===== src/rtl/bpu_pkg.sv =====
package bpu_pkg;

  typedef enum logic [1:0] {
    ST_IDLE = 2'd0,
    ST_BACK = 2'd1,
    ST_EMIT = 2'd2
  } bpuState_t;

  typedef struct packed {
    logic record;   // latch errors, dot-products, rate
    logic capture;  // store bpErrIn into selected slot
    logic emit;     // produce one update term
    logic last;     // final term of the pass
  } bpuStrobe_t;

endpackage


===== src/rtl/bpu_deriv_lut.sv =====
module bpu_deriv_lut #(
  parameter int DP_W = 6
) (
  input  logic [DP_W-1:0]   dpCode,
  output logic [DP_W-3:0]   deriv
);
  localparam int DER_W = DP_W - 2;
  localparam int TBL_N = 1 << DP_W;
  localparam int HALF  = 1 << (DP_W - 1);
  localparam int THR   = 1 << DER_W;

  function automatic logic [DER_W-1:0] derivOf(input int code);
    int sv;
    int mag;
    sv  = (code >= HALF) ? code - TBL_N : code;
    mag = (sv < 0) ? -sv : sv;
    return (mag < THR) ? DER_W'(THR - 1 - mag) : '0;
  endfunction

  logic [DER_W-1:0] lutMem [TBL_N];

  for (genvar k = 0; k < TBL_N; k++) begin : g_tbl
    assign lutMem[k] = derivOf(k);
  end

  assign deriv = lutMem[dpCode];

endmodule


===== src/rtl/bpu_ctrl.sv =====
module bpu_ctrl
  import bpu_pkg::*;
#(
  parameter int NUM_OUT = 4,
  parameter int NUM_HID = 4,
  parameter int IDX_W   = (NUM_OUT > 1) ? $clog2(NUM_OUT) : 1
) (
  input  logic               clk,
  input  logic               rstN,
  input  logic               start,
  output bpuStrobe_t         strb,
  output logic [NUM_HID-1:0] bpSel,
  output logic [IDX_W-1:0]   emitIdx,
  output logic               busy
);
  localparam logic [IDX_W-1:0] LAST_IDX = IDX_W'(NUM_OUT - 1);

  bpuState_t state;

  always_comb begin
    strb.record  = (state == ST_IDLE) && start;
    strb.capture = (state == ST_BACK);
    strb.emit    = (state == ST_EMIT);
    strb.last    = (state == ST_EMIT) && (emitIdx == LAST_IDX);
  end

  assign busy = (state != ST_IDLE);

  always_ff @(posedge clk or negedge rstN) begin
    if (!rstN) begin
      state   <= ST_IDLE;
      bpSel   <= '0;
      emitIdx <= '0;
    end else begin
      unique case (state)
        ST_IDLE: begin
          if (start) begin
            state <= ST_BACK;
            bpSel <= NUM_HID'(1);
          end
        end
        ST_BACK: begin
          bpSel <= bpSel << 1;
          if (bpSel[NUM_HID-1]) begin
            state   <= ST_EMIT;
            emitIdx <= '0;
          end
        end
        ST_EMIT: begin
          emitIdx <= emitIdx + IDX_W'(1);
          if (emitIdx == LAST_IDX) begin
            state   <= ST_IDLE;
            emitIdx <= '0;
          end
        end
        default: state <= ST_IDLE;
      endcase
    end
  end

endmodule


===== src/rtl/bpu_datapath.sv =====
module bpu_datapath
  import bpu_pkg::*;
#(
  parameter int NUM_OUT = 4,
  parameter int NUM_HID = 4,
  parameter int ERR_W   = 8,
  parameter int DP_W    = 6,
  parameter int LR_W    = 4,
  parameter int SHIFT   = 4,
  parameter int UPD_W   = 8,
  parameter int IDX_W   = (NUM_OUT > 1) ? $clog2(NUM_OUT) : 1
) (
  input  logic                       clk,
  input  logic                       rstN,
  input  bpuStrobe_t                 strb,
  input  logic [NUM_HID-1:0]         bpSel,
  input  logic [IDX_W-1:0]           emitIdx,
  input  logic [NUM_OUT*ERR_W-1:0]   tgtIn,
  input  logic [NUM_OUT*ERR_W-1:0]   outIn,
  input  logic [NUM_OUT*DP_W-1:0]    dpIn,
  input  logic [LR_W-1:0]            lrIn,
  input  logic [ERR_W-1:0]           bpErrIn,
  output logic                       updValid,
  output logic [IDX_W-1:0]           updIdx,
  output logic [UPD_W-1:0]           updPos,
  output logic [UPD_W-1:0]           updNeg,
  output logic                       done,
  output logic [NUM_HID*ERR_W-1:0]   hidErr
);
  localparam int DER_W  = DP_W - 2;
  localparam int DIFF_W = ERR_W + 2;
  localparam int PROD_W = (ERR_W + 1) + (DER_W + 1) + (LR_W + 1);
  localparam int UMAX_I = (1 << (UPD_W - 1)) - 1;
  localparam logic signed [DIFF_W-1:0] EMAX = DIFF_W'((1 << (ERR_W - 1)) - 1);
  localparam logic signed [PROD_W-1:0] UMAX = PROD_W'(UMAX_I);
  localparam logic signed [PROD_W-1:0] UMIN = -PROD_W'(UMAX_I);

  // sign-magnitude to two's complement
  function automatic logic signed [ERR_W:0] smToTc(input logic [ERR_W-1:0] v);
    logic signed [ERR_W:0] m;
    m = $signed({2'b00, v[ERR_W-2:0]});
    return v[ERR_W-1] ? -m : m;
  endfunction

  // saturating two's complement difference back to sign-magnitude
  function automatic logic [ERR_W-1:0] diffToSm(input logic signed [DIFF_W-1:0] d);
    logic signed [DIFF_W-1:0] a;
    a = (d < 0) ? -d : d;
    if (a > EMAX) a = EMAX;
    return {(d < 0), a[ERR_W-2:0]};
  endfunction

  logic [ERR_W-1:0] errReg [NUM_OUT];
  logic [DP_W-1:0]  dpReg  [NUM_OUT];
  logic [ERR_W-1:0] errNext[NUM_OUT];
  logic [LR_W-1:0]  lrReg;

  // ---- record stage: per-neuron error formation ----
  for (genvar n = 0; n < NUM_OUT; n++) begin : g_err
    logic signed [DIFF_W-1:0] diff;
    assign diff       = DIFF_W'(smToTc(tgtIn[n*ERR_W +: ERR_W]))
                      - DIFF_W'(smToTc(outIn[n*ERR_W +: ERR_W]));
    assign errNext[n] = diffToSm(diff);

    always_ff @(posedge clk or negedge rstN) begin
      if (!rstN) begin
        errReg[n] <= '0;
        dpReg[n]  <= '0;
      end else if (strb.record) begin
        errReg[n] <= errNext[n];
        dpReg[n]  <= dpIn[n*DP_W +: DP_W];
      end
    end
  end

  always_ff @(posedge clk or negedge rstN) begin
    if (!rstN)            lrReg <= '0;
    else if (strb.record) lrReg <= lrIn;
  end

  // ---- capture stage: one-hot selected buffer slot ----
  for (genvar h = 0; h < NUM_HID; h++) begin : g_cap
    always_ff @(posedge clk or negedge rstN) begin
      if (!rstN)                        hidErr[h*ERR_W +: ERR_W] <= '0;
      else if (strb.capture && bpSel[h]) hidErr[h*ERR_W +: ERR_W] <= bpErrIn;
    end
  end

  // ---- emit stage: derivative, multiply, scale, saturate ----
  logic [DER_W-1:0]          deriv;
  logic signed [ERR_W:0]     errS;
  logic signed [PROD_W-1:0]  eExt, dExt, lExt, prod, scaled;
  logic signed [UPD_W-1:0]   satVal;

  bpu_deriv_lut #(.DP_W(DP_W)) u_lut (
    .dpCode (dpReg[emitIdx]),
    .deriv  (deriv)
  );

  always_comb begin
    errS   = smToTc(errReg[emitIdx]);
    eExt   = PROD_W'(errS);
    dExt   = PROD_W'({1'b0, deriv});
    lExt   = PROD_W'({1'b0, lrReg});
    prod   = eExt * dExt * lExt;
    scaled = prod >>> SHIFT;
    if (scaled > UMAX)      satVal = UPD_W'(UMAX);
    else if (scaled < UMIN) satVal = UPD_W'(UMIN);
    else                    satVal = UPD_W'(scaled);
  end

  always_ff @(posedge clk or negedge rstN) begin
    if (!rstN) begin
      updValid <= 1'b0;
      done     <= 1'b0;
      updIdx   <= '0;
      updPos   <= '0;
      updNeg   <= '0;
    end else begin
      updValid <= strb.emit;
      done     <= strb.last;
      if (strb.emit) begin
        updIdx <= emitIdx;
        updPos <= satVal;
        updNeg <= -satVal;
      end
    end
  end

endmodule


===== src/rtl/bp_update_gen.sv =====
module bp_update_gen
  import bpu_pkg::*;
#(
  parameter int NUM_OUT = 4,
  parameter int NUM_HID = 4,
  parameter int ERR_W   = 8,
  parameter int DP_W    = 6,
  parameter int LR_W    = 4,
  parameter int SHIFT   = 4,
  parameter int UPD_W   = 8,
  parameter int IDX_W   = (NUM_OUT > 1) ? $clog2(NUM_OUT) : 1
) (
  input  logic                     clk,
  input  logic                     rstN,
  input  logic                     start,
  input  logic [LR_W-1:0]          lrIn,
  input  logic [NUM_OUT*ERR_W-1:0] tgtIn,
  input  logic [NUM_OUT*ERR_W-1:0] outIn,
  input  logic [NUM_OUT*DP_W-1:0]  dpIn,
  input  logic [ERR_W-1:0]         bpErrIn,
  output logic [NUM_HID-1:0]       bpSel,
  output logic                     busy,
  output logic                     updValid,
  output logic [IDX_W-1:0]         updIdx,
  output logic [UPD_W-1:0]         updPos,
  output logic [UPD_W-1:0]         updNeg,
  output logic                     done,
  output logic [NUM_HID*ERR_W-1:0] hidErr
);
  bpuStrobe_t       strb;
  logic [IDX_W-1:0] emitIdx;

  bpu_ctrl #(.NUM_OUT(NUM_OUT), .NUM_HID(NUM_HID), .IDX_W(IDX_W)) u_ctrl (
    .clk     (clk),
    .rstN    (rstN),
    .start   (start),
    .strb    (strb),
    .bpSel   (bpSel),
    .emitIdx (emitIdx),
    .busy    (busy)
  );

  bpu_datapath #(
    .NUM_OUT(NUM_OUT), .NUM_HID(NUM_HID), .ERR_W(ERR_W), .DP_W(DP_W),
    .LR_W(LR_W), .SHIFT(SHIFT), .UPD_W(UPD_W), .IDX_W(IDX_W)
  ) u_dp (
    .clk      (clk),
    .rstN     (rstN),
    .strb     (strb),
    .bpSel    (bpSel),
    .emitIdx  (emitIdx),
    .tgtIn    (tgtIn),
    .outIn    (outIn),
    .dpIn     (dpIn),
    .lrIn     (lrIn),
    .bpErrIn  (bpErrIn),
    .updValid (updValid),
    .updIdx   (updIdx),
    .updPos   (updPos),
    .updNeg   (updNeg),
    .done     (done),
    .hidErr   (hidErr)
  );

endmodule


===== config.mk =====
export PLATFORM = sky130hd
export DESIGN_NAME = bp_update_gen
export DESIGN_NICKNAME = d
export VERILOG_FILES = /design/src/rtl/bpu_pkg.sv /design/src/rtl/bpu_deriv_lut.sv /design/src/rtl/bpu_ctrl.sv /design/src/rtl/bpu_datapath.sv /design/src/rtl/bp_update_gen.sv
export SDC_FILE = /design/constraint.sdc
export NUM_CORES = 1
export LEC_CHECK = 0
export ABC_AREA = 1
export BUFFER_PORTS_ARGS = -buffer_cell sky130_fd_sc_hd__buf_2
export CORE_MARGIN = 2
export CORE_UTILIZATION = 45
export CTS_CLUSTER_SIZE = 40
export DETAILED_ROUTE_END_ITERATION = 8
export PLACE_DENSITY = 0.71
export REMOVE_ABC_BUFFERS = 1
export SLEW_MARGIN = 0
export SYNTH_ARGS = -nofsm -noshare
export SYNTH_HDL_FRONTEND = slang
export SYNTH_SLANG_ARGS = --single-unit

===== constraint.sdc =====
create_clock -name clk -period 12.8 [get_ports clk]
set_clock_uncertainty 0.1 [all_clocks]
set_input_delay 2.56 -clock clk [delete_from_list [all_inputs] [get_ports clk]]
set_output_delay 2.56 -clock clk [all_outputs]
set_load 0.01 [all_outputs]

* Yosys cells after proc, flatten, opt, wreduce, memory -nomap -nowiden
Memory sizes are Yosys's and may differ from the RTL's.
Cells that the tools add are included.
** Storage, ports and cells
- Register bits after elaboration :: 120
- Bits in latches :: 0
- RAM bits :: 0
- Bits in read-only memories :: 256
- Logic and storage cells :: 112
- Memories kept :: 1
** Memories
- (no name shown) :: depth 64, bits a word 4, read ports 1, clocked after Yosys merged registers in 0, wr ports 0, RTL line bpu_deriv_lut.sv:26 : assign deriv = lutMem[dpCode];
** Operators by class
- Add/sub/neg operators :: 19
- Multipliers :: 2
- Divide/modulo/power cells :: 0
- $lt $le $gt $ge :: 12
- Eq/ne operators :: 6
- Shift-type cells :: 0
- Muxes and demuxes :: 36
- Bitwise operators :: 2
- Reduce and logical (&&, ||, !) cells :: 13
** Operator list (count)
- $mux 9 :: 9
- $neg 7->9 :: 9
- $gt 10x8->1 const B :: 4
- $lt 10x1->1 const B :: 4
- $mux 10 :: 4
- $neg 10->10 :: 4
- $sub 9x9->10 :: 4
- $mux 8 :: 4
- $mux 7 :: 4
- $mul 14x5->19 :: 1
- $bmux 8 s2 :: 1
- $gt 15x8->1 const B :: 1
- $lt 15x8->1 const B :: 1
- $mul 9x5->14 :: 1
- $bmux 6 s2 :: 1
- $mux 4 :: 3
- $mux 6 :: 2
- $mux 2 :: 5
- $neg 8->8 :: 1
- $pmux 4 s2 :: 1
- $ge 7x7->1 const B :: 1
- $not 6->7 :: 1
- $logic_and 1x1->1 :: 6
- $ne 2x2->1 const B :: 3
- 11 further kinds :: 15

* Longest topological paths before layout
Gate-level depths: netlist (run 1).
- Depth in word-level cells :: 14
- Depth in mapped cells :: 56

* Modules after synthesis
A second synthesis (run 1) with hierarchy kept.
** Unflattened totals
- Cells, all modules :: 1758
- Area total of the unflattened synthesis :: 12345.6 um^2
** Modules (own cells, without submodules)
- bpu_datapath :: times used 1, cells each 1682, area an instance 11817.6 um^2, sequential area each 2777.7 um^2
- bpu_ctrl :: times used 1, cells each 42, area an instance 355.3 um^2, sequential area each 200.2 um^2
- bpu_deriv_lut :: times used 1, cells each 34, area an instance 172.7 um^2, sequential area each 0.0 um^2

* Worst setup path before layout (run 1)
OpenSTA, ideal clock, no wires.
- Path kind :: register -> register
- Start :: register u_ctrl.emitIdx[0]
- End :: register u_dp.updNeg[6]
- Data arrival time :: 8.397 ns
- Slack :: 4.185 ns
- Cell stages (with the launch flop) :: 54
- Buffers on the path :: 3
- Path through :: dfrtp_1 buf_6 buf_6 buf_6 nand2_1 a32oi_1 inv_1 ha_1 nor3_1 a31oi_1 o21ai_0 clkinv_1 nor2_1 ha_1 inv_1 fa_1 inv_1 fa_1 (+18 left out) ha_1 a21oi_1 o21ai_0 a21oi_1 nand2_1 nand2_1 nand2_1 nor2_1 nand4_1 nand2_2 nand3_4 inv_1 ha_1 nand2_1 nor2_4 nand3_1 nand3_1 nand2_1
** On the way
- Word-level cells in the longest chain between the ends :: 14
- Elaborated cells between the ends (all ways) :: 20
- Classes of those cells :: 2 x add/sub; 2 x mul; 2 x order compare; 11 x mux; 2 x bitwise; 1 x memory
** Ends and longest elaborated chain
- start: declaration :: RTL line bpu_ctrl.sv:13 : output logic [IDX_W-1:0] emitIdx,
- start signal: assignment :: RTL line bpu_ctrl.sv:50 : emitIdx <= emitIdx + IDX_W'(1);
- $not 2->3 (not written as such) * :: RTL line bpu_datapath.sv:96, bpu_datapath.sv:101
- $bmux 6 s2 :: RTL line bpu_datapath.sv:96 : .dpCode (dpReg[emitIdx]),
- $mux 6 (not written as such) (2 in series) :: RTL line bpu_datapath.sv:96
- $not 6->7 (not written as such) :: RTL line bpu_deriv_lut.sv:26
- $mem_v2 64x4
- $mux 4 (not written as such) (2 in series) :: RTL line bpu_deriv_lut.sv:26
- $mul 9x5->14 * :: RTL line bpu_datapath.sv:105 : prod = eExt * dExt * lExt;
- $mul 14x5->19 * :: RTL line bpu_datapath.sv:105
- $lt 15x8->1 :: RTL line bpu_datapath.sv:108 : else if (scaled < UMIN) satVal = UPD_W'(UMIN);
- $mux 8 :: RTL line bpu_datapath.sv:108
- $mux 8 * :: RTL line bpu_datapath.sv:107 : if (scaled > UMAX) satVal = UPD_W'(UMAX);
- $neg 8->8 * :: RTL line bpu_datapath.sv:125 : updNeg <= -satVal;
- end signal: assignment :: RTL line bpu_datapath.sv:125
- end: declaration :: RTL line bpu_datapath.sv:26 : output logic [UPD_W-1:0] updNeg,
Every way passes the cells marked *; elsewhere a longest branch is shown, timed or not. The select of a mux whose other input is x is not followed.
A chain may end at the register's enable or synchronous reset.

* Final worst setup path (run 1)
Ends and elaborated chain as after synthesis.

==> results of run 1 <==
## path summary, 6_finish.rpt
kind	startpoint	endpoint	slack, ps	cells after the start
hold / removal	u_dp.updNeg[1]	u_dp.updNeg[1]	370	2
setup reg to reg	u_ctrl.emitIdx[0]	u_dp.updNeg[6]	2780	50
hold reg to reg	u_dp.updNeg[1]	u_dp.updNeg[1]	370	2
min in group asynchronous	rstN	u_dp.lrReg[0]	2070	1
setup / recovery	u_ctrl.emitIdx[0]	u_dp.updNeg[6]	2780	50
max in group asynchronous	rstN	u_dp.errReg[7]	9190	2
## Yosys cell counts, types with 24 or more instances
cell type / count / area share [%]
sky130_fd_sc_hd__nand2_2: 24 / 1.2
sky130_fd_sc_hd__inv_1: 300 / 9.1
sky130_fd_sc_hd__ha_1: 115 / 12
sky130_fd_sc_hd__nand2_1: 383 / 12
sky130_fd_sc_hd__nor3_1: 30 / 1.2
sky130_fd_sc_hd__a21oi_1: 94 / 3.8
sky130_fd_sc_hd__xnor2_1: 29 / 2.1
sky130_fd_sc_hd__clkbuf_1: 24 / 0.73
sky130_fd_sc_hd__o21ai_0: 115 / 4.7
sky130_fd_sc_hd__nand3_1: 66 / 2.7
sky130_fd_sc_hd__nor2_1: 161 / 4.9
sky130_fd_sc_hd__xor2_1: 68 / 4.8
sky130_fd_sc_hd__fa_1: 51 / 8.3
sky130_fd_sc_hd__dfrtp_1: 119 / 24
## metal layers
layer	up-vias	share of wire, %
li1	5738	-
met1	5006	46
met2	251	47
met3	38	4.7
met4	0	1.5
met5	-	0
## cells by family after synthesis
| group | after synthesis | synth area share (%) |
|---|---|---|
| compound gates | 277 | 12.60 |
| xor+xnor | 98 | 7.035 |
| fa+ha+maj | 166 | 19.99 |
| buf+inv | 344 | 11.00 |
| flops | 119 | 24.19 |
| mux | 1 | 0.08133 |
| simple gates | 713 | 25.11 |
## state kept, by name, indices dropped and copies added, names as in the netlist
register and count:
u_ctrl.bpSel 4, u_ctrl.emitIdx 2, u_ctrl.state 2, u_dp.done 1, u_dp.dpReg 24, u_dp.errReg 32
u_dp.hidErr 32, u_dp.lrReg 4, u_dp.updIdx 2, u_dp.updNeg 8, u_dp.updPos 7, u_dp.updValid 1
## layout make-up
| type | count | share of cell area, % |
|---|---|---|
| timing repair buffer | 162 | 5.890 |
| clock buffer | 19 | 3.178 |
| tap | 341 | 3.062 |
| multi-input combinational | 1255 | 57.24 |
| clock inverter | 13 | 0.9517 |
| sequential | 119 | 21.37 |
| inverter | 308 | 8.314 |
## stage by stage
step	hold slack (ps)	worst slack, ps	util (%)
final	370.1	2782	51.85
after global routing	395.0	1736	51.85
after CTS	370.6	2729	51.85
after detailed placement	356.8	2802	49.71
after global placement	354.8	3076	49.71
after floorplan	348.7	3899	-
## cell usage in the layout, fill, tap and decap left out, types with 24 or more instances in the layout
master                      n
sky130_fd_sc_hd__nand3_1   66
sky130_fd_sc_hd__nor2_1   161
sky130_fd_sc_hd__nand2_1  383
sky130_fd_sc_hd__nand2_2   24
sky130_fd_sc_hd__buf_2    158
sky130_fd_sc_hd__xor2_1    68
sky130_fd_sc_hd__a21oi_1   94
sky130_fd_sc_hd__inv_1    299
sky130_fd_sc_hd__nor3_1    30
sky130_fd_sc_hd__o21ai_0  115
sky130_fd_sc_hd__ha_1     115
sky130_fd_sc_hd__dfrtp_1  119
sky130_fd_sc_hd__xnor2_1   29
sky130_fd_sc_hd__fa_1      51
## worst reg2reg max path: cells and delay by family (launching register included)
family                     cells  cell delay (ps)
DFF                            1              800
xor gates and xnor gates       1              300
AOI/OAI and AO/OA             13             2170
and+or+nand+nor               20             1900
adders and majority gates     10             3720
buffers and inverters          6             1010
==> impl_table.tex, run 1 <==
\begin{tabular}{lr}
\hline
Metric & Value \\
\hline
\multicolumn{2}{l}{\textbf{Outcome}} \\
\quad Run status & finished, final reports clean \\
\multicolumn{2}{l}{\textbf{Logic synthesis}} \\
\quad Most frequently used flop master after synthesis & sky130\_fd\_sc\_hd\_\_dfrtp\_1 \\
\quad Post-Syn Area & 0.01231 mm2 \\
\quad Seq/Total Area, Yosys & 24.19\% \\
\quad Mean cell area of the mapped netlist & 7.164 um2 \\
\quad Post-Synthesis Cells & 1718 \\
\quad EDFF count, synth & 0 \\
\quad Share of flip-flops with an asynchronous set or reset & 100.0\% \\
\quad Flops \& latches, synth & 119 \\
\quad Yosys synthesis warning count & 0 \\
\quad Count of unique library cells instantiated by Yosys & 51 \\
\multicolumn{2}{l}{\textbf{Critical path}} \\
\quad Crit-path slowest cell & sky130\_fd\_sc\_hd\_\_dfrtp\_1 \\
\quad Startpoint-to-endpoint class of the critical path & flip-flop to flip-flop \\
\quad CP startpoint kind & flip-flop \\
\quad CP max stage delay & 800 ps \\
\quad Critical path's top delay family & adder cells \\
\quad Crit path buffers/inverters & 6 \\
\quad Most Frequent Cell on Critical Path & sky130\_fd\_sc\_hd\_\_nand2\_1 \\
\quad Largest driver fanout on the critical path & 38 \\
\quad Required time at the worst-slack endpoint & 13060 ps \\
\quad CP Data Arrival Time & 10280 ps \\
\quad Setup crit end kind & flip-flop \\
\multicolumn{2}{l}{\textbf{CTS}} \\
\quad Max H-tree Level & 4 \\
\quad Hold Buf Count CTS & 0 \\
\quad Number of buffers inserted by post-CTS setup repair & 0 \\
\quad Library cell used as clock root buffer & sky130\_fd\_sc\_hd\_\_clkbuf\_16 \\
\quad Maximum number of buffers from clock root to sink & 2 \\
\quad Number of sinks handled by clock tree synthesis & 119 \\
\quad Clk pin slew, worst setup/hold paths & 60 ps \\
\quad CTS tree & built \\
\quad Inserted Clock Buffers & 17 \\
\quad Skew-Pair Late Insertion Delay & 420 ps \\
\quad Resized cells post-CTS & 0 \\
\multicolumn{2}{l}{\textbf{Final layout}} \\
\quad Post-Layout Inst Area & 0.01394 mm2 \\
\quad Share of final-layout standard cells stronger than drive strength 1 & 13.97\% \\
\quad Number of fill cells in the layout & 2609 \\
\quad Antenna fix cells & 0 \\
\quad Growth of design area from synthesis to finish & 13.23\% \\
\quad Sequential cell area & 0.002978 mm2 \\
\quad Multi-input combinational cell area & 0.007976 mm2 \\
\quad Post-route non-filler standard cell count & 2217 \\
\quad Final-stage net count & 2132 \\
\multicolumn{2}{l}{\textbf{Detailed routing}} \\
\quad Routed length per placed instance & 12.41 um \\
\quad Detailed-router iteration count before antenna repair & 5 \\
\quad Number of DRC violations after detailed-routing iteration 0 & 653 \\
\quad Number of vias after detailed routing & 11030 \\
\quad Antenna violation net count after detailed routing & 0 \\
\quad Post-route DRC & 0 \\
\quad Post-DR vias/cell & 4.977 \\
\quad Final WL & 27.51 mm \\
\multicolumn{2}{l}{\textbf{Placement}} \\
\quad Cell count after placement & 2185 \\
\quad IO buf count & 159 \\
\quad DPL Wire Length & 22.53 mm \\
\quad Routability cong. & 0.8462 \\
\quad Cell area after placement & 0.01336 mm2 \\
\multicolumn{2}{l}{\textbf{STA}} \\
\quad Final setup TNS & 0 ps \\
\quad Final setup violation count & 0 \\
\quad Crit path time final & 10020 ps \\
\quad Actual transition at the worst max-transition pin & 1129 ps \\
\quad Remaining max-slew budget at the tightest pin & 24.72\% \\
\quad Setup repair after global routing missed its margin & no \\
\quad Highest attainable clock frequency & 0.09982 GHz \\
\quad Slew Limit Fails & 0 \\
\quad Final Hold Viols & 0 \\
\quad Period utilization & 78.27\% \\
\multicolumn{2}{l}{\textbf{GRT}} \\
\quad Met1 usage & 25.43\% \\
\quad Number of global-route vias before repair & 10720 \\
\quad Met3 Track Usage GR & 3.148\% \\
\quad Final global-route overflow total & 0 \\
\quad Initial antenna violation count & 1 \\
\quad Met2 global-route usage & 34.92\% \\
\quad Wire length of the first global-routing pass & 47.92 mm \\
\quad Total GRT Usage & 19.89\% \\
\quad Peak-usage layer in the global routing report & met2 \\
\quad Largest net degree at the start of global routing & 71 \\
\multicolumn{2}{l}{\textbf{Hold path}} \\
\quad Worst min-delay path category & flip-flop to flip-flop \\
\multicolumn{2}{l}{\textbf{Floorplan}} \\
\quad Floorplan die width & 169.4 um \\
\quad I/O pins & 160 \\
\quad Area enclosed by the die boundary & 0.02869 mm2 \\
\quad Vert. Die Dim & 169.4 um \\
\quad Area of the core & 0.02688 mm2 \\
\quad Core Rows & 60 \\
\quad Initial cell density of the core & 45.80\% \\
\multicolumn{2}{l}{\textbf{Job}} \\
\quad Max Cap Viol & 0 \\
\hline
\end{tabular}
Power of run 1 is left out: the tool's default activity adds up to more than one toggle a clock period on the data nets, which glitch-free logic cannot reach.
==> inputs of run 2 (changes only) <==
Settings changed: PLACE_DENSITY 0.71 to 0.73.
Clock period 12.8 ns to 8.3 ns, I/O delays scaled along.
==> impl_table.tex, run 2 (same netlist as run 1, synthesis figures left out) <==
\begin{tabular}{lr}
\hline
Metric & Value \\
\hline
\multicolumn{2}{l}{\textbf{Outcome}} \\
\quad Run status & finished, violations left \\
\quad Violations in the final reports & setup timing \\
\multicolumn{2}{l}{\textbf{Critical path}} \\
\quad Crit path buffers/inverters & 19 (+13) \\
\quad CP Data Arrival Time & 8870 ps (-1410 ps) \\
\quad Critical path's top delay family & adder cells \\
\quad Startpoint-to-endpoint class of the critical path & flip-flop to flip-flop \\
\quad Crit-path slowest cell & sky130\_fd\_sc\_hd\_\_fa\_1 \\
\quad Startpoint of the most critical setup path & u\_ctrl.emitIdx[0] \\
\quad Reg-to-reg endpoint & u\_dp.updNeg[2] \\
\quad WP depth & 55 (+10\%) \\
\quad Most Frequent Cell on Critical Path & sky130\_fd\_sc\_hd\_\_buf\_4 \\
\quad Reg-to-reg setup timing slack & -390 ps (-3170 ps) \\
\quad Capture point of the critical path & u\_dp.updNeg[2] \\
\quad Largest driver fanout on the critical path & 5 (-87\%) \\
\quad CP startpoint kind & flip-flop \\
\quad Worst-case reg-to-reg path depth & 55 (+10\%) \\
\quad CP max stage delay & 500 ps (-300 ps) \\
\quad Setup crit end kind & flip-flop \\
\quad Required time at the worst-slack endpoint & 8480 ps (-4580 ps) \\
\quad Reg2Reg Launch Point & u\_ctrl.emitIdx[0] \\
\multicolumn{2}{l}{\textbf{CTS}} \\
\quad CTS tree & built \\
\quad Hold Buf Count CTS & 0 (unchanged) \\
\quad Inserted Clock Buffers & 17 (unchanged) \\
\quad Max H-tree Level & 4 (unchanged) \\
\quad Maximum number of buffers from clock root to sink & 2 (unchanged) \\
\quad Clk pin slew, worst setup/hold paths & 60 ps (about the same) \\
\quad Library cell used as clock root buffer & sky130\_fd\_sc\_hd\_\_clkbuf\_16 \\
\quad Number of sinks handled by clock tree synthesis & 119 (unchanged) \\
\quad Skew-Pair Late Insertion Delay & 430 ps (about the same) \\
\multicolumn{2}{l}{\textbf{GRT}} \\
\quad Total GRT Usage & 21.81\% (+1.9 points) \\
\quad Wire length of the first global-routing pass & 52.52 mm (+9.6\%) \\
\quad Largest net degree at the start of global routing & 70 (-1.4\%) \\
\quad Final global-route overflow total & 0 (unchanged) \\
\quad Initial antenna violation count & 0 (-1) \\
\quad Number of global-route vias before repair & 11900 (+11\%) \\
\multicolumn{2}{l}{\textbf{STA}} \\
\quad Slew Limit Fails & 0 (unchanged) \\
\quad Final setup TNS & -3060 ps (-3060 ps) \\
\quad Setup repair after global routing missed its margin & yes \\
\quad Crit path time final & 8690 ps (-1328 ps) \\
\quad Remaining max-slew budget at the tightest pin & 42.85\% (+18 points) \\
\quad Post-Route Hold Slack & 374.4 ps (+4.267 ps) \\
\quad Worst Setup Slack, final & -390.0 ps (-3172 ps) \\
\quad Actual transition at the worst max-transition pin & 857.2 ps (-271.9 ps) \\
\quad Final Hold Viols & 0 (unchanged) \\
\quad Period utilization & 104.7\% (+26 points) \\
\quad Final setup violation count & 14 (+14) \\
\quad Highest attainable clock frequency & 0.1151 GHz (+15\%) \\
\multicolumn{2}{l}{\textbf{Final layout}} \\
\quad Leading cell type in the layout, fill and taps excluded & sky130\_fd\_sc\_hd\_\_nand2\_1 \\
\quad Growth of design area from synthesis to finish & 30.94\% \\
\quad Final-stage net count & 2302 (+8.0\%) \\
\quad Registers with the most flip-flops & u\_dp.errReg x32, u\_dp.hidErr x32, u\_dp.dpReg x24 \\
\quad Antenna fix cells & 0 (unchanged) \\
\quad Top library cells by usage in the layout, fill and taps aside & 354 x sky130\_fd\_sc\_hd\_\_nand2\_1, 280 x sky130\_fd\_sc\_hd\_\_inv\_1, 158 x sky130\_fd\_sc\_hd\_\_buf\_2 \\
\quad Share of final-layout standard cells stronger than drive strength 1 & 28.30\% (+14 points) \\
\quad Final design utilization & 59.97\% (+8.1 points) \\
\multicolumn{2}{l}{\textbf{Detailed routing}} \\
\quad Routed length per placed instance & 13.69 um (+10\%) \\
\quad Post-DR vias/cell & 5.105 (+2.6\%) \\
\quad Detailed-router iteration count before antenna repair & 5 (unchanged) \\
\quad Antenna violation net count after detailed routing & 0 (unchanged) \\
\quad Number of DRC violations after detailed-routing iteration 0 & 711 (+8.9\%) \\
\quad Final WL & 32.69 mm (+19\%) \\
\quad Post-route DRC & 0 (unchanged) \\
\quad Number of vias after detailed routing & 12190 (+10\%) \\
\multicolumn{2}{l}{\textbf{Floorplan}} \\
\quad Initial cell density of the core & 45.80\% (unchanged) \\
\quad I/O pins & 160 (unchanged) \\
\quad Floorplan die width & 169.4 um (unchanged) \\
\quad Area enclosed by the die boundary & 0.02869 mm2 (unchanged) \\
\quad Area of the core & 0.02688 mm2 (unchanged) \\
\quad Core Rows & 60 (unchanged) \\
\quad Vert. Die Dim & 169.4 um (unchanged) \\
\multicolumn{2}{l}{\textbf{Hold path}} \\
\quad Worst min-delay path category & flip-flop to flip-flop \\
\multicolumn{2}{l}{\textbf{Placement}} \\
\quad DPL Wire Length & 23.28 mm (+3.3\%) \\
\quad IO buf count & 159 (unchanged) \\
\quad Pre-CTS setup slack & -628.3 ps (-3431 ps) \\
\quad Routability cong. & 0.8933 (+5.6\%) \\
\multicolumn{2}{l}{\textbf{Job}} \\
\quad Max Cap Viol & 0 (unchanged) \\
\hline
\end{tabular}
## run 2: changes by cell type in the layout (fill, tap and decap cells not counted), sizes merged
| cell | before | now |
|---|---|---|
| buf | 162 | 332 |
| bufinv | 1 | 3 |
| clkinvlp | 1 | 3 |
| inv | 314 | 312 |
| clkinv | 5 | 4 |
| clkbuf | 19 | 18 |
## run 2: final cells by class
| type | instances | area [um2] |
|---|---|---|
| Timing Repair Buffer | 332 | 2210 |
| Sequential cell | 119 | 2979 |
| Fill cell | 2286 | 10760 |
| Inverter | 308 | 1172 |
| Tap cell | 341 | 426.7 |
| Multi-Input combinational cell | 1255 | 8702 |
| Clock inverter | 14 | 187.7 |
| Clock buffer | 18 | 439.2 |
## run 2: per-stage QoR
stage | instances | instance area (um2)
after global routing | 2387 | 16120
after floorplan | 1682 | 12110
after CTS | 2367 | 15550
after global placement | 2307 | 14290
final | 2387 | 16120
after detailed placement | 2307 | 14290
## run 2: worst reg2reg max path: cells and delay by family (launching register included)
family	cells	cell delay, ps
fa+ha+maj	8	2950
buf+inv	19	1900
simple gates	19	1840
compound gates	7	970
flops	1	450
xor+xnor	2	350
## run 2: per-layer routing
layer	wire length, um	track usage (%)
met5	0	0
met3	1451	2.892
met2	16910	41.31
met1	13690	25.74
met4	633	5.909
## run 2: repair_timing
action,4_1_cts,5_1_grt
pin swaps,83,105
endpoints found under the setup margin,14,15
resized for setup,107,113
cloned,1,0
buffers inserted,29,23
## run 2: worst min-delay path by stage
stage,startpoint,to,slack (ps),cells past startpoint
floorplan,u_dp.dpReg[17],u_dp.dpReg[17],350,2
global placement,u_dp.updPos[4],u_dp.updPos[4],360,2
detailed placement,u_dp.updNeg[7],u_dp.updNeg[7],360,2
CTS,u_dp.updNeg[6],u_dp.updNeg[6],370,2
global route,u_dp.hidErr[24],u_dp.hidErr[24],400,2
finish,u_dp.updNeg[7],u_dp.updNeg[7],370,2
Power of run 2 is left out for the same reason.
==> inputs of run 3 (changes only) <==
Settings changed: BUFFER_PORTS_ARGS -buffer_cell sky130_fd_sc_hd__buf_2 to not set, DONT_BUFFER_PORTS set to 1, PLACE_DENSITY 0.73 to 0.68.
==> impl_table.tex, run 3 (same netlist as run 1, synthesis figures left out) <==
\begin{tabular}{lr}
\hline
Metric & Value \\
\hline
\multicolumn{2}{l}{\textbf{STA}} \\
\quad Highest attainable clock frequency & 0.1182 GHz (+2.7\%) \\
\quad Remaining max-slew budget at the tightest pin & 45.63\% (+2.8 points) \\
\quad Final Hold Viols & 0 (unchanged) \\
\quad Worst Setup Slack, final & -160.4 ps (+229.6 ps) \\
\quad Crit path time final & 8460 ps (-229.6 ps) \\
\quad Final setup TNS & -711.7 ps (+2348 ps) \\
\quad Slew Limit Fails & 0 (unchanged) \\
\quad Actual transition at the worst max-transition pin & 814.6 ps (-42.57 ps) \\
\quad Period utilization & 101.9\% (-2.8 points) \\
\quad Final setup violation count & 8 (-6) \\
\quad Setup repair after global routing missed its margin & yes \\
\multicolumn{2}{l}{\textbf{Floorplan}} \\
\quad Floorplan die width & 169.4 um (unchanged) \\
\quad I/O pins & 160 (unchanged) \\
\quad Core Rows & 60 (unchanged) \\
\quad Area enclosed by the die boundary & 0.02869 mm2 (unchanged) \\
\quad Initial cell density of the core & 45.80\% (unchanged) \\
\quad Vert. Die Dim & 169.4 um (unchanged) \\
\quad Area of the core & 0.02688 mm2 (unchanged) \\
\multicolumn{2}{l}{\textbf{Job}} \\
\quad Max Cap Viol & 0 (unchanged) \\
\multicolumn{2}{l}{\textbf{Critical path}} \\
\quad Startpoint-to-endpoint class of the critical path & flip-flop to flip-flop \\
\quad CP startpoint kind & flip-flop \\
\quad Crit path buffers/inverters & 18 (-1) \\
\quad Setup crit end kind & flip-flop \\
\quad Critical path's top delay family & adder cells \\
\quad CP Data Arrival Time & 8660 ps (-210 ps) \\
\quad Reg-to-reg setup timing slack & -160 ps (+230 ps) \\
\quad Largest driver fanout on the critical path & 11 (+6) \\
\quad CP max stage delay & 580 ps (+80 ps) \\
\quad Required time at the worst-slack endpoint & 8500 ps (+20 ps) \\
\quad Most Frequent Cell on Critical Path & sky130\_fd\_sc\_hd\_\_buf\_4 \\
\quad Reg-to-reg endpoint & u\_dp.updNeg[6] \\
\quad Crit-path slowest cell & sky130\_fd\_sc\_hd\_\_fa\_1 \\
\quad Reg2Reg Launch Point & u\_ctrl.emitIdx[0] \\
\quad Worst-case reg-to-reg path depth & 52 (-5.5\%) \\
\multicolumn{2}{l}{\textbf{Placement}} \\
\quad Routability cong. & 0.8771 (-1.8\%) \\
\quad Cell count after placement & 2150 (-6.8\%) \\
\quad IO buf count & 0 (-100\%) \\
\quad DPL Wire Length & 22.68 mm (-2.6\%) \\
\quad Pre-CTS setup slack & -510.7 ps (+117.6 ps) \\
\quad Cell area after placement & 0.01352 mm2 (-5.4\%) \\
\multicolumn{2}{l}{\textbf{GRT}} \\
\quad Total GRT Usage & 21.01\% (-0.80 points) \\
\quad Final global-route overflow total & 0 (unchanged) \\
\quad Largest net degree at the start of global routing & 120 (+71\%) \\
\quad Wire length of the first global-routing pass & 50.41 mm (-4.0\%) \\
\quad Initial antenna violation count & 1 (+1) \\
\quad Number of global-route vias before repair & 11410 (-4.1\%) \\
\multicolumn{2}{l}{\textbf{Detailed routing}} \\
\quad Antenna violation net count after detailed routing & 0 (unchanged) \\
\quad Routed length per placed instance & 13.92 um (+1.7\%) \\
\quad Post-DR vias/cell & 5.190 (+1.7\%) \\
\quad Number of DRC violations after detailed-routing iteration 0 & 516 (-27\%) \\
\quad Post-route DRC & 0 (unchanged) \\
\quad Number of vias after detailed routing & 11520 (-5.5\%) \\
\quad Detailed-router iteration count before antenna repair & 5 (unchanged) \\
\quad Top sig layer & met5 \\
\quad Met2 wire length & 15.44 mm (-8.7\%) \\
\quad Met1 layer wirelength in the final routing & 13.03 mm (-4.8\%) \\
\quad Final WL & 30.90 mm (-5.5\%) \\
\quad Met3 routed WL & 1.554 mm (+7.1\%) \\
\multicolumn{2}{l}{\textbf{Final layout}} \\
\quad Top library cells by usage in the layout, fill and taps aside & 355 x sky130\_fd\_sc\_hd\_\_nand2\_1, 282 x sky130\_fd\_sc\_hd\_\_inv\_1, 153 x sky130\_fd\_sc\_hd\_\_buf\_4 \\
\quad Post-Layout Inst Area & 0.01525 mm2 (-5.4\%) \\
\quad Registers with the most flip-flops & u\_dp.errReg x32, u\_dp.hidErr x32, u\_dp.dpReg x24 \\
\quad Final-stage net count & 2133 (-7.3\%) \\
\quad Growth of design area from synthesis to finish & 23.89\% \\
\quad Share of final-layout standard cells stronger than drive strength 1 & 21.58\% (-6.7 points) \\
\quad Post-route non-filler standard cell count & 2219 (-7.0\%) \\
\quad Leading cell type in the layout, fill and taps excluded & sky130\_fd\_sc\_hd\_\_nand2\_1 \\
\multicolumn{2}{l}{\textbf{CTS}} \\
\quad Maximum number of buffers from clock root to sink & 2 (unchanged) \\
\quad CTS tree & built \\
\quad Library cell used as clock root buffer & sky130\_fd\_sc\_hd\_\_clkbuf\_16 \\
\quad Clk pin slew, worst setup/hold paths & 60 ps (about the same) \\
\quad Inserted Clock Buffers & 17 (unchanged) \\
\quad Number of sinks handled by clock tree synthesis & 119 (unchanged) \\
\quad Hold Buf Count CTS & 0 (unchanged) \\
\quad Skew-Pair Late Insertion Delay & 410 ps (-20 ps) \\
\quad Max H-tree Level & 4 (unchanged) \\
\multicolumn{2}{l}{\textbf{Outcome}} \\
\quad Run status & finished, violations left \\
\quad Violations in the final reports & setup timing \\
\multicolumn{2}{l}{\textbf{Hold path}} \\
\quad Worst min-delay path category & flip-flop to flip-flop \\
\quad HP Start & u\_dp.dpReg[14] \\
\quad Hold-critical path endpoint & u\_dp.dpReg[14] \\
\quad Number of instances on the worst hold path & 2 (unchanged) \\
\hline
\end{tabular}
[run 3: cell types whose count changed in the layout (fill, tap and decap cells not counted), moves of 3 or more]
cell	delta
sky130_fd_sc_hd__ha_2	-3
sky130_fd_sc_hd__a21oi_4	+5
sky130_fd_sc_hd__ha_4	+5
sky130_fd_sc_hd__nand2_4	-4
sky130_fd_sc_hd__buf_6	-10
sky130_fd_sc_hd__inv_2	-3
sky130_fd_sc_hd__a21oi_2	-8
sky130_fd_sc_hd__buf_2	-158
sky130_fd_sc_hd__a21oi_1	+3
[run 3: layout make-up]
| cell class | instances | area, um2 |
|---|---|---|
| flip-flops and latches | 119 | 2979 |
| multi-input cells | 1255 | 8786 |
| fillers | 2424 | 11630 |
| well taps | 341 | 426.7 |
| inverters | 308 | 1175 |
| diodes | 1 | 2.502 |
| clock buffers | 18 | 439.2 |
| repair buffers | 163 | 1279 |
| clock inverters | 14 | 161.4 |
[run 3: worst max-delay path by stage]
stage | start | endpoint | slack [ps] | depth (start not counted)
2_1_floorplan | u_ctrl.emitIdx[0] | u_dp.updNeg[6] | -600 | 52
3_3_place_gp | u_ctrl.emitIdx[0] | u_dp.updNeg[6] | -320 | 51
3_5_place_dp | u_ctrl.emitIdx[0] | u_dp.updNeg[6] | -510 | 53
4_1_cts | u_ctrl.emitIdx[0] | u_dp.updNeg[6] | -60 | 53
5_1_grt | u_ctrl.emitIdx[0] | u_dp.updNeg[6] | -570 | 50
6_report | u_ctrl.emitIdx[0] | u_dp.updNeg[6] | -160 | 52
[run 3: worst register-to-register path, delay by kind of cell, from the launching register on]
family / cells / cell delay, ps
AOI/OAI and AO/OA: 3 / 350
xor gates and xnor gates: 1 / 150
adders and majority gates: 8 / 3040
buffers and inverters: 18 / 1980
DFF: 1 / 430
and+or+nand+nor: 22 / 2300
[run 3: what timing repair did]
| action | 4_1_cts | 5_1_grt |
|---|---|---|
| pin swaps | 74 | 76 |
| setup endpoints to repair | 14 | 15 |
| buffers inserted | 18 | 21 |
| gates resized for setup | 87 | 122 |
| gates cloned | 1 | 0 |
[run 3: through the flow]
stage	utilization [%]	hold slack, ps
2_1_floorplan	-	348.7
3_3_place_gp	50.30	367.8
3_5_place_dp	50.30	370.6
4_1_cts	54.54	386.5
5_1_grt	56.74	412.2
6_report	56.74	382.1
[run 3: per-layer routing]
layer,vias up,track usage [%]
met2,304,38.46
met5,-,0
met1,5403,24.87
met3,64,3.778
li1,5743,-
met4,2,6.689
Power of run 3 is left out for the same reason.
